$ cat src/rtl/seqdet_pkg.sv
package seqdet_pkg;

    // Default window length and the two patterns; the oldest bit is the MSB.
    localparam int unsigned DEF_PAT_LEN = 3;
    localparam logic [DEF_PAT_LEN-1:0] DEF_TRIP_PAT = 3'b010;
    localparam logic [DEF_PAT_LEN-1:0] DEF_ARM_PAT  = 3'b100;

    // Index of each matcher in the generated matcher array.
    localparam int unsigned IDX_ARM  = 0;
    localparam int unsigned IDX_TRIP = 1;
    localparam int unsigned NUM_PATS = 2;

    typedef struct packed {
        logic trip;
        logic arm;
    } hit_pair_t;

    // Output qualification: reset forces both low; the arm hit is dropped
    // once locked, or when a trip completes in the same cycle.
    function automatic hit_pair_t resolve_hits(hit_pair_t raw, logic locked,
                                               logic in_reset);
        hit_pair_t r;
        r.trip = raw.trip & ~in_reset;
        r.arm  = raw.arm & ~raw.trip & ~locked & ~in_reset;
        return r;
    endfunction

endpackage

$ cat src/rtl/seqdet_history.sv
module seqdet_history #(
    parameter int unsigned PAT_LEN = seqdet_pkg::DEF_PAT_LEN
) (
    input  logic               clk,
    input  logic               rst,
    input  logic               din,
    output logic [PAT_LEN-1:0] window,
    output logic               full
);
    localparam int unsigned HIST_W = PAT_LEN - 1;
    localparam int unsigned CNT_W  = (PAT_LEN > 2) ? $clog2(PAT_LEN) : 1;
    localparam logic [CNT_W-1:0] FULL_CNT = CNT_W'(HIST_W);

    logic [HIST_W-1:0] bits_q;
    logic [CNT_W-1:0]  fill_q;

    // Current bit joins the stored bits to form the compare window.
    assign window = {bits_q, din};
    assign full   = (fill_q == FULL_CNT);

    always_ff @(posedge clk) begin
        if (rst) begin
            bits_q <= '0;
            fill_q <= '0;
        end else begin
            bits_q <= window[HIST_W-1:0];
            if (!full) begin
                fill_q <= fill_q + 1'b1;
            end
        end
    end

endmodule

$ cat src/rtl/seqdet_matcher.sv
module seqdet_matcher #(
    parameter int unsigned             PAT_LEN = seqdet_pkg::DEF_PAT_LEN,
    parameter logic [PAT_LEN-1:0]      PATTERN = '0
) (
    input  logic [PAT_LEN-1:0] window,
    input  logic               full,
    output logic               hit
);
    assign hit = full && (window == PATTERN);
endmodule

$ cat src/rtl/seqdet_lockout.sv
module seqdet_lockout (
    input  logic clk,
    input  logic rst,
    input  logic set,
    output logic locked
);
    always_ff @(posedge clk) begin
        if (rst) begin
            locked <= 1'b0;
        end else if (set) begin
            locked <= 1'b1;
        end
    end
endmodule

$ cat src/rtl/seq_lockout_detector.sv
module seq_lockout_detector #(
    parameter int unsigned        PAT_LEN  = seqdet_pkg::DEF_PAT_LEN,
    parameter logic [PAT_LEN-1:0] TRIP_PAT = seqdet_pkg::DEF_TRIP_PAT,
    parameter logic [PAT_LEN-1:0] ARM_PAT  = seqdet_pkg::DEF_ARM_PAT
) (
    input  logic clk,
    input  logic rst,
    input  logic din,
    output logic arm_match,
    output logic trip_match
);
    import seqdet_pkg::*;

    localparam logic [NUM_PATS-1:0][PAT_LEN-1:0] PATS = {TRIP_PAT, ARM_PAT};

    logic [PAT_LEN-1:0]  window;
    logic                full;
    logic [NUM_PATS-1:0] hits;
    logic                locked;
    hit_pair_t           raw_hits;
    hit_pair_t           out_hits;

    seqdet_history #(.PAT_LEN(PAT_LEN)) u_hist (
        .clk    (clk),
        .rst    (rst),
        .din    (din),
        .window (window),
        .full   (full)
    );

    for (genvar g = 0; g < NUM_PATS; g++) begin : g_match
        seqdet_matcher #(
            .PAT_LEN (PAT_LEN),
            .PATTERN (PATS[g])
        ) u_match (
            .window (window),
            .full   (full),
            .hit    (hits[g])
        );
    end

    assign raw_hits.trip = hits[IDX_TRIP];
    assign raw_hits.arm  = hits[IDX_ARM];

    seqdet_lockout u_lock (
        .clk    (clk),
        .rst    (rst),
        .set    (raw_hits.trip),
        .locked (locked)
    );

    assign out_hits   = resolve_hits(raw_hits, locked, rst);
    assign arm_match  = out_hits.arm;
    assign trip_match = out_hits.trip;

endmodule

$ cat config.mk
export PLATFORM = sky130hd
export DESIGN_NAME = seq_lockout_detector
export DESIGN_NICKNAME = d
export VERILOG_FILES = /design/src/rtl/seqdet_pkg.sv /design/src/rtl/seqdet_history.sv /design/src/rtl/seqdet_matcher.sv /design/src/rtl/seqdet_lockout.sv /design/src/rtl/seq_lockout_detector.sv
export SDC_FILE = /design/constraint.sdc
export NUM_CORES = 1
export LEC_CHECK = 0
export CORE_AREA = 2 2 39 41
export CTS_CLUSTER_SIZE = 8
export DETAILED_ROUTE_END_ITERATION = 10
export DIE_AREA = 0 0 41 43
export SLEW_MARGIN = 20
export SYNTH_ARGS = -nofsm -noshare
export SYNTH_HDL_FRONTEND = slang
export SYNTH_SLANG_ARGS = --single-unit
$ cat constraint.sdc
create_clock -name clk -period 1.3 [get_ports clk]
set_input_delay 0.195 -clock clk [delete_from_list [all_inputs] [get_ports clk]]
set_output_delay 0.195 -clock clk [all_outputs]
set_load 0.005 [all_outputs]
Word-level counts from Yosys, hierarchy flattened

Index checks and enable logic that the tools add are counted.
W data, S select, Z words.

Add/subtract/negate cells: 1
Bitwise logic cells: 7
Eq/ne operators: 3
Reduce and logical (&&, ||, !) cells: 2

Operators with widths:

| cell                  | number |
|---|---|
| $and A1 B1 Y1         | 4 |
| $eq A3 B2 Y1 const B  | 1 |
| $eq A3 B3 Y1 const B  | 1 |
| $not A1 Y1            | 3 |
| $add A2 B1 Y2 const B | 1 |
| $eq A2 B2 Y1 const B  | 1 |
| $logic_and A1 B1 Y1   | 2 |

Bits of input ports: 3
Register bits: 5

Depth between registers and ports, before layout

Gate-level depths: netlist of run 1.

Depth after elaboration: 6
Mapped depth: 4
Mapped depth without buffers: 4

Hierarchy

Synthesis of run 1 repeated with hierarchy kept, for this count alone.

Cell total of the unflattened synthesis: 21
Area, all modules: 236.5 um^2

Modules (own cells, without submodules):

| module               | cells each | seq. area each (um^2) | area each (um^2) | instances |
|---|---|---|---|---|
| seqdet_history       | 15         | 80.1                  | 160.2            | 1 |
| seqdet_lockout       | 2          | 20.0                  | 30.0             | 1 |
| seqdet_matcher       | 1          | 0.0                   | 12.5             | 2 |
| seq_lockout_detector | 2          | 0.0                   | 21.3             | 1 |

Worst setup path before layout of run 1

No wires, ideal clock.

Path type: register to output
Start: register u_hist.fill_q[0]
End: output port arm_match
Arrival: 887 ps
Cell stages (with the launch flop): 5
Slack: 218 ps
Cell sequence: dfxtp_1 inv_1 ha_1 nand2b_2 nor4_2

Word-level cells in the longest chain between the ends: 6
Elaborated cells on any way between the ends: 7

Ends and longest elaborated chain:

| item                           | RTL line                  | RTL |
|---|---|---|
| from (decl)                    | seqdet_history.sv:15      | `logic [CNT_W-1:0] fill_q;` |
| from (signal assigned)         | seqdet_history.sv:28      | `fill_q <= fill_q + 1'b1;` |
| $eq A2 B2 Y1 (*)               | seqdet_history.sv:19      | `assign full = (fill_q == FULL_CNT);` |
| $logic_and A1 B1 Y1            | seqdet_matcher.sv:9       | `assign hit = full && (window == PATTERN);` |
| $not A1 Y1                     | seqdet_pkg.sv:24          | `r.arm = raw.arm & ~raw.trip & ~locked & ~in_reset;` |
| $and A1 B1 Y1 (*) (3 in a row) | seqdet_pkg.sv:24          |  |
| to (decl)                      | seq_lockout_detector.sv:9 | `output logic arm_match,` |

Mark *: on every way between the ends. The rest lies on a longest branch, timed or not.

Final worst setup path of run 1

Same ends and word-level chain as after synthesis.

==> run_results.csv, run 1 <==
group,metric,value,unit
run_status,outcome,"finished clean",
floorplanning,initial_core_util,16.09,%
floorplanning,fp.dieArea,1763,um2
global_route,groute.usage.overall,6.841,%
global_route,grt_overflow_total,0,
synth,syn-num-nets,25,
detailed_routing,post-route-drc-count,0,
detailed_routing,drt-wirelength-per-cell,9.180,um
pwr,peakVddDrop,0.5760,mV
sta,final_setup_violating_endpoints,0,
layout,final_util,25.68,%
critical_path,timing.critical_path.arrival,1.09,ns
critical_path,path_max_fanout,2,
pwr,p_int,440.5,uW
cts,holdBufCountCts,0,
layout,area.growth.synth_to_final,59.55,%
pwr,seq_power_share,35.5,%
global_route,number_of_antenna_violations_at_the_first_check_in_global_routing,0,
sta,slew_viol_final,0,
synth,synth_mux_area_share,0,%
layout,insertedDiodeCount,0,
min_path,hold_path_class,"reg2reg",
sta,fin_setup_tns,0,ns
synth,post_synth.cell_area_avg,10.61,um2
cts,master_cell_of_the_clock_root_buffer,"clkbuf_4",
critical_path,rr_worst_depth,5,
min_path,worstHoldPathCells,2,
critical_path,critical_path_required,1.11,ns
pwr,p_switching,192.3,uW
layout,mostFrequentLayoutCell,"buf_4",
critical_path,crit_path_end_kind,"primary output",
synth,synth.yosys.warnings,0,
layout,design.final.nets,39,
floorplanning,overall_die_width,41,um
cts,cts.reportedPaths.clkPinSlew,0.04,ns
detailed_routing,routed_wirelength,459,um
synth,yosys_register_bits,5,
placed_design,port_buffers,4,
placed_design,dpl.hpwl,325.6,um
cts,clock_insertion_delay_worst_skew,0.24,ns
layout,sequential_cell_area,102.6,um2
pwr,clock_power_share,29.1,%
sta,slew_of_the_pin_with_the_lowest_slew_margin,0.2107,ns
flow_run,timing.max_cap.violations,0,
sta,worst_clock_skew,0.004048,ns
floorplanning,rows,14,
layout,multi_input_comb_area,132.6,um2
sta,min_period,1.289,ns
pwr,power.density,1781,nW/um2
cts,htreeDepth,1,
detailed_routing,viasPerCell,3.780,
layout,nFillCells,155,
synth,main_combinational_cell_family_by_area_after_synthesis,"simple AND/OR/NAND/NOR gates",
global_route,grt_first_pass_wirelength,703,um
cts,cts_setup_buffers,0,
cts,cts_num_sinks,5,
floorplanning,floorplan.core_area,1384,um2
detailed_routing,number_of_routed_nets_with_antenna_violations,0,
pwr,leakagePower,0.0001439,uW
pwr,sw_frac_of_total,30.39,%
cts,tritoncts_clock_tree,"yes",
sta,fmaxAchievable,775.9,MHz
placed_design,dp_cells,46,
cts,numCtsBuffers,3,
sta,finalHoldViolCount,0,
floorplanning,ios,5,
synth,synth-compound-area-share,6.180,%
critical_path,worst_setup_path_start_kind,"flip-flop",
synth,synth_simple_gate_area_share,35.96,%
pwr,power.combinational.fraction,35.3,%
detailed_routing,route.vias.total,189,
placed_design,gp_congestion,0.5972,
layout,final_layout_size_suffix_gt1_share,55.88,%
sta,slew-limit-headroom,85.95,%
sta,final_min_period_over_clock_period,99.14,%
cts,ctsLongestPathBuffers,2,
synth,yosys.area_share.adder,5.618,%
detailed_routing,drt_first_pass_iters,2,
synth,post_synth_instance_area,222.7,um2
layout,layout_common_cells,"buf_4 (5), clkbuf_4 (3), dfxtp_1 (3), buf_2 (2), dfxtp_2 (2)",
layout,final-instance-count-excl-fill,50,
detailed_routing,first_iter_violations,1,
synth,synth_cells,21,
global_route,first_global_vias,176,
synth,synth_xor_xnor_area_share,3.933,%
sta,rsz0062_at_grt,"yes",
critical_path,critical_path_class,"reg2out",
synth,synth.yosys.seq_area_share,44.94,%
floorplanning,chipHeight,43,um
synth,count_of_different_cell_masters_after_synthesis,16,
global_route,maximum_number_of_pins_on_one_net_before_global_route_repair,5,
==> power groups by stage <==
stage / Clock, uW / Sequential (uW) / Combinational [uW]
2_1_floorplan: 0 / 208 / 116
3_3_place_gp: 0 / 208 / 184
3_5_place_dp: 0 / 209 / 194
4_1_cts: 194 / 225 / 227
5_1_grt: 200 / 230 / 246
6_report: 184 / 225 / 223
==> timing repair <==
action                                  in CTS  in global routing
endpoints found under the setup margin       2                  2
gates cloned                                 0                  0
gates resized for setup                     15                  0
pin swaps                                    2                  1
==> synth_stat cells <==
| cell | n | area (um2) |
|---|---|---|
| nor4_2 | 1 | 12.51 |
| ha_1 | 1 | 12.51 |
| or2_1 | 1 | 6.260 |
| nor2b_2 | 1 | 8.760 |
| dfxtp_1 | 5 | 100.1 |
| nand2b_2 | 1 | 8.760 |
| nand4bb_1 | 1 | 11.26 |
| nand2_1 | 1 | 3.750 |
| inv_1 | 2 | 7.510 |
| xor2_1 | 1 | 8.760 |
| a21oi_2 | 1 | 8.760 |
| a21oi_1 | 1 | 5.000 |
| nor2_1 | 1 | 3.750 |
| nor2b_1 | 1 | 6.260 |
| nor3b_2 | 1 | 12.51 |
| nand2b_1 | 1 | 6.260 |
==> path summary, 6_finish.rpt <==
| check | startpoint | to | slack (ns) |
|---|---|---|---|
| worst max-delay path | u_hist.fill_q[0] | arm_match | 0.01 |
| worst min-delay path | u_lock.locked | u_lock.locked | 0.45 |
| worst max register to register | u_hist.fill_q[0] | u_hist.fill_q[1] | 0.21 |
| worst min register to register | u_lock.locked | u_lock.locked | 0.45 |
==> through the flow <==
step                      total power (uW)  area (um2)  worst slack [ns]  hold WS (ns)
final                                632.8       355.3           0.01123        0.4505
after global routing                 676.0       355.3          -0.04685        0.4726
after CTS                            646.3       355.3          -0.01789        0.4529
after detailed placement             403.3       320.3           -0.5113        0.4461
after global placement               392.7       320.3           -0.4647        0.4455
after floorplan                      323.7       222.7            0.2181        0.2574
==> critical path: stages (launching register included) <==
cell and delay [ns]:
dfxtp_2 0.32, inv_2 0.06, ha_4 0.14, nand2b_4 0.06, nor4_2 0.13, buf_2 0.15
==> registers in the layout, indices dropped and copies added, names as in the netlist <==
name           cells
u_lock.locked      1
u_hist.fill_q      2
u_hist.bits_q      2
==> kinds of logic (layout without fill, tap and decap cells) <==
kind of cell | Yosys count | count (layout)
compound gates | 2 | 2
buf+inv | 2 | 15
xor+xnor | 1 | 1
flops | 5 | 5
simple gates | 10 | 10
fa+ha+maj | 1 | 1
==> area by class of cell <==
type	count	area share [%]
clock buffers	4	7.394
inverters	2	2.113
multi-input cells	14	37.32
flip-flops and latches	5	28.87
well taps	16	5.634
repair buffers	9	18.66
==> metal layers <==
metal	vias up	global-route usage, %	routed length, um
met5	-	0	0
met4	0	8.000	0
met3	0	4.712	41
met2	5	6.250	193
met1	88	8.738	224
li1	96	-	-
Power figures use the tool's default switching activity.
==> run 2: changes to the inputs <==
ABC_AREA = 1   (was unset)
CAP_MARGIN = 10   (was unset)
DONT_BUFFER_PORTS = 1   (was unset)
==> run 2 against run 1 <==
Effect of this change: synthesized cell count up 43%; fmax increased by 4.9%; clock skew down 0.0020 ns; critical path depth increased by 1; flip-flop and latch count did not move; first-iteration DRC count rose to 3.0 times the previous value; area after synthesis is 1.1% lower; core utilization fell by 3.5 points; clock power shrank 2%; cell area shrank 14%; largest power group unchanged; register-to-register slack improved by 0.16 ns.
==> run_results.csv, run 2 <==
group,metric,value,unit
run_status,outcome,"finished clean",
cts,numCtsBuffers,3,
sta,worst_clock_skew,0.002039,ns
sta,final_setup_violating_endpoints,0,
layout,nFillCells,153,
cts,clock_insertion_delay_worst_skew,0.24,ns
synth,synth.largest_area_cell,"dfxtp_1",
cts,cts.reportedPaths.clkPinSlew,0.04,ns
critical_path,critical_path_class,"reg2out",
pwr,power.density,1843,nW/um2
floorplanning,initial_core_util,15.91,%
synth,count_of_different_cell_masters_after_synthesis,10,
cts,holdBufCountCts,0,
placed_design,dpl.hpwl,252.8,um
placed_design,port_buffers,0,
cts,ctsLongestPathBuffers,2,
placed_design,gp_congestion,0.6352,
synth,synth.yosys.warnings,0,
synth,synth_enable_flop_cells,0,
synth,yosys.area_share.adder,5.682,%
synth,synth.yosys.seq_area_share,45.45,%
cts,htreeDepth,1,
sta,fmaxAchievable,814.3,MHz
layout,final_layout_size_suffix_gt1_share,44.44,%
critical_path,critical_path.reg2reg.startpoint,"u_hist.fill_q[0]",
min_path,hold_path_class,"in2reg",
layout,mostFrequentLayoutCell,"nand2_1",
floorplanning,ios,5,
synth,synth_xor_xnor_area_share,0,%
synth,asyncSetResetFlopFracSynth,0,%
pwr,peakVddDrop,0.5638,mV
critical_path,timing.critical_path.arrival,1.03,ns
layout,final_util,22.15,%
detailed_routing,routed_wirelength,355,um
global_route,maximum_number_of_pins_on_one_net_before_global_route_repair,5,
cts,tritoncts_clock_tree,"yes",
layout,layout_common_cells,"nand2_1 (7), inv_1 (4), nor2_1 (4)",
detailed_routing,number_of_routed_nets_with_antenna_violations,0,
cts,master_cell_of_the_clock_root_buffer,"clkbuf_4",
critical_path,critical_path_required,1.11,ns
critical_path,path_max_fanout,2,
synth,synth_largest_type_area_fraction,45.45,%
detailed_routing,drt_first_pass_iters,2,
floorplanning,overall_die_width,41,um
floorplanning,fp.dieArea,1763,um2
sta,min_period,1.228,ns
synth,synth_simple_gate_area_share,34.66,%
sta,rsz0062_at_grt,"yes",
placed_design,dp_cells,46,
sta,finalHoldViolCount,0,
sta,slew_viol_final,0,
sta,final_min_period_over_clock_period,94.46,%
detailed_routing,route.vias.total,185,
layout,final-instance-count-excl-fill,52,
floorplanning,rows,14,
global_route,groute.usage.overall,6.212,%
layout,top_regs,"u_hist.bits_q (2), u_hist.fill_q (2), u_lock.locked (1)",
synth,synth_mux_area_share,0,%
cts,cts_num_sinks,5,
detailed_routing,drt-wirelength-per-cell,6.827,um
pwr,leakagePower,0.0001465,uW
floorplanning,chipHeight,43,um
synth,synth_cells,30,
synth,post_synth_instance_area,220.2,um2
layout,insertedDiodeCount,0,
layout,area.growth.synth_to_final,39.20,%
synth,synth-compound-area-share,2.273,%
detailed_routing,viasPerCell,3.558,
synth,syn-num-nets,34,
flow_run,timing.max_cap.violations,0,
critical_path,worst_setup_path_start_kind,"flip-flop",
synth,postSynth.topFlopCell,"dfxtp_1",
synth,post_synth.cell_area_avg,7.340,um2
layout,design.final.nets,41,
synth,yosys_register_bits,5,
sta,slew_of_the_pin_with_the_lowest_slew_margin,0.1237,ns
detailed_routing,first_iter_violations,3,
detailed_routing,post-route-drc-count,0,
synth,main_combinational_cell_family_by_area_after_synthesis,"simple AND/OR/NAND/NOR gates",
global_route,first_global_vias,198,
min_path,beginning_of_the_worst_hold_path,"rst",
sta,hold_slack_final,0.01239,ns
synth,yosys.cell_count.top_type,"nand2_1",
synth,ys_top_cells_by_count,"nand2_1 (8), dfxtp_1 (5), inv_1 (5), nor2_1 (5), inv_2 (2)",
synth,synth.area.top_cells,"dfxtp_1 (45%), nand2_1 (14%), inv_1 (8.5%), nor2_1 (8.5%), ha_1 (5.7%)",
sta,slew-limit-headroom,91.72,%
floorplanning,floorplan.core_area,1384,um2
critical_path,setup.worst_path.start,"u_hist.fill_q[0]",
global_route,number_of_antenna_violations_at_the_first_check_in_global_routing,0,
global_route,grt_first_pass_wirelength,690,um
global_route,grt_overflow_total,0,
critical_path,crit_path_end_kind,"primary output",
## run 2: where the power goes
| part | internal, uW | switching (uW) |
|---|---|---|
| Combinational | 87.6 | 83.9 |
| Clock | 116 | 64.2 |
| Sequential | 190 | 23.1 |
| Total | 394 | 171 |
## run 2: cell families after synthesis
kind of cell             after synthesis
AND/OR/NAND/NOR                       16
buffers and inverters                  7
flip-flops                             5
adder cells (fa/ha/maj)                1
AO/OA/AOI/OAI                          1
## run 2: critical path, stage by stage, from the launching register on
cell	delay, ns
dfxtp_2	0.31
inv_2	0.06
ha_4	0.13
inv_2	0.04
nor2_4	0.09
nand2_2	0.07
nor2_4	0.08
## run 2: routing by layer
layer  GRT usage [%]  part of all wire [%]  wire, um
met1           6.070                    46       163
met4           8.000                     0         0
met2           8.750                    50       179
met5               0                     0         0
met3           1.571                   3.1        11
## run 2: final timing paths
kind | slack, ns | depth (start not counted) | endpoint
worst max register to register | 0.37 | 7 | u_hist.fill_q[1]
worst max-delay path | 0.07 | 6 | arm_match
worst min-delay path | 0.01 | 1 | u_hist.fill_q[0]
worst min register to register | 0.43 | 2 | u_hist.bits_q[1]
## run 2: final cells by class
type / instances / area, um2 / area share (%)
Sequential cell: 5 / 102.6 / 33.47
Multi-Input combinational cell: 18 / 116.4 / 37.96
Inverter: 7 / 26.28 / 8.571
Tap cell: 16 / 20.02 / 6.531
Timing Repair Buffer: 2 / 15.01 / 4.898
Clock buffer: 4 / 26.28 / 8.571
## run 2: timing repair
item / CTS / global route
resized for setup: 6 / 2
buffers inserted: 2 / 0
pin swaps: 3 / 2
endpoints found under the setup margin: 2 / 2
## run 2: through the flow
step                setup slack (ns)  setup TNS (ns)  cell area, um2  power, uW
floorplan                     0.2987               0           220.2      299.6
global placement              0.2586               0           240.2      315.2
detailed placement            0.2340               0           240.2      316.7
CTS                          0.01244               0           299.0      572.4
global route               -0.005643       -0.005643           306.5      612.7
finish                       0.07200               0           306.5      565.0
==> run 3: changes to the inputs <==
CAP_MARGIN = 20   (was 10)
==> results of run 3 <==
No change in the layout: final DEF, timing and power equal those of run 2.
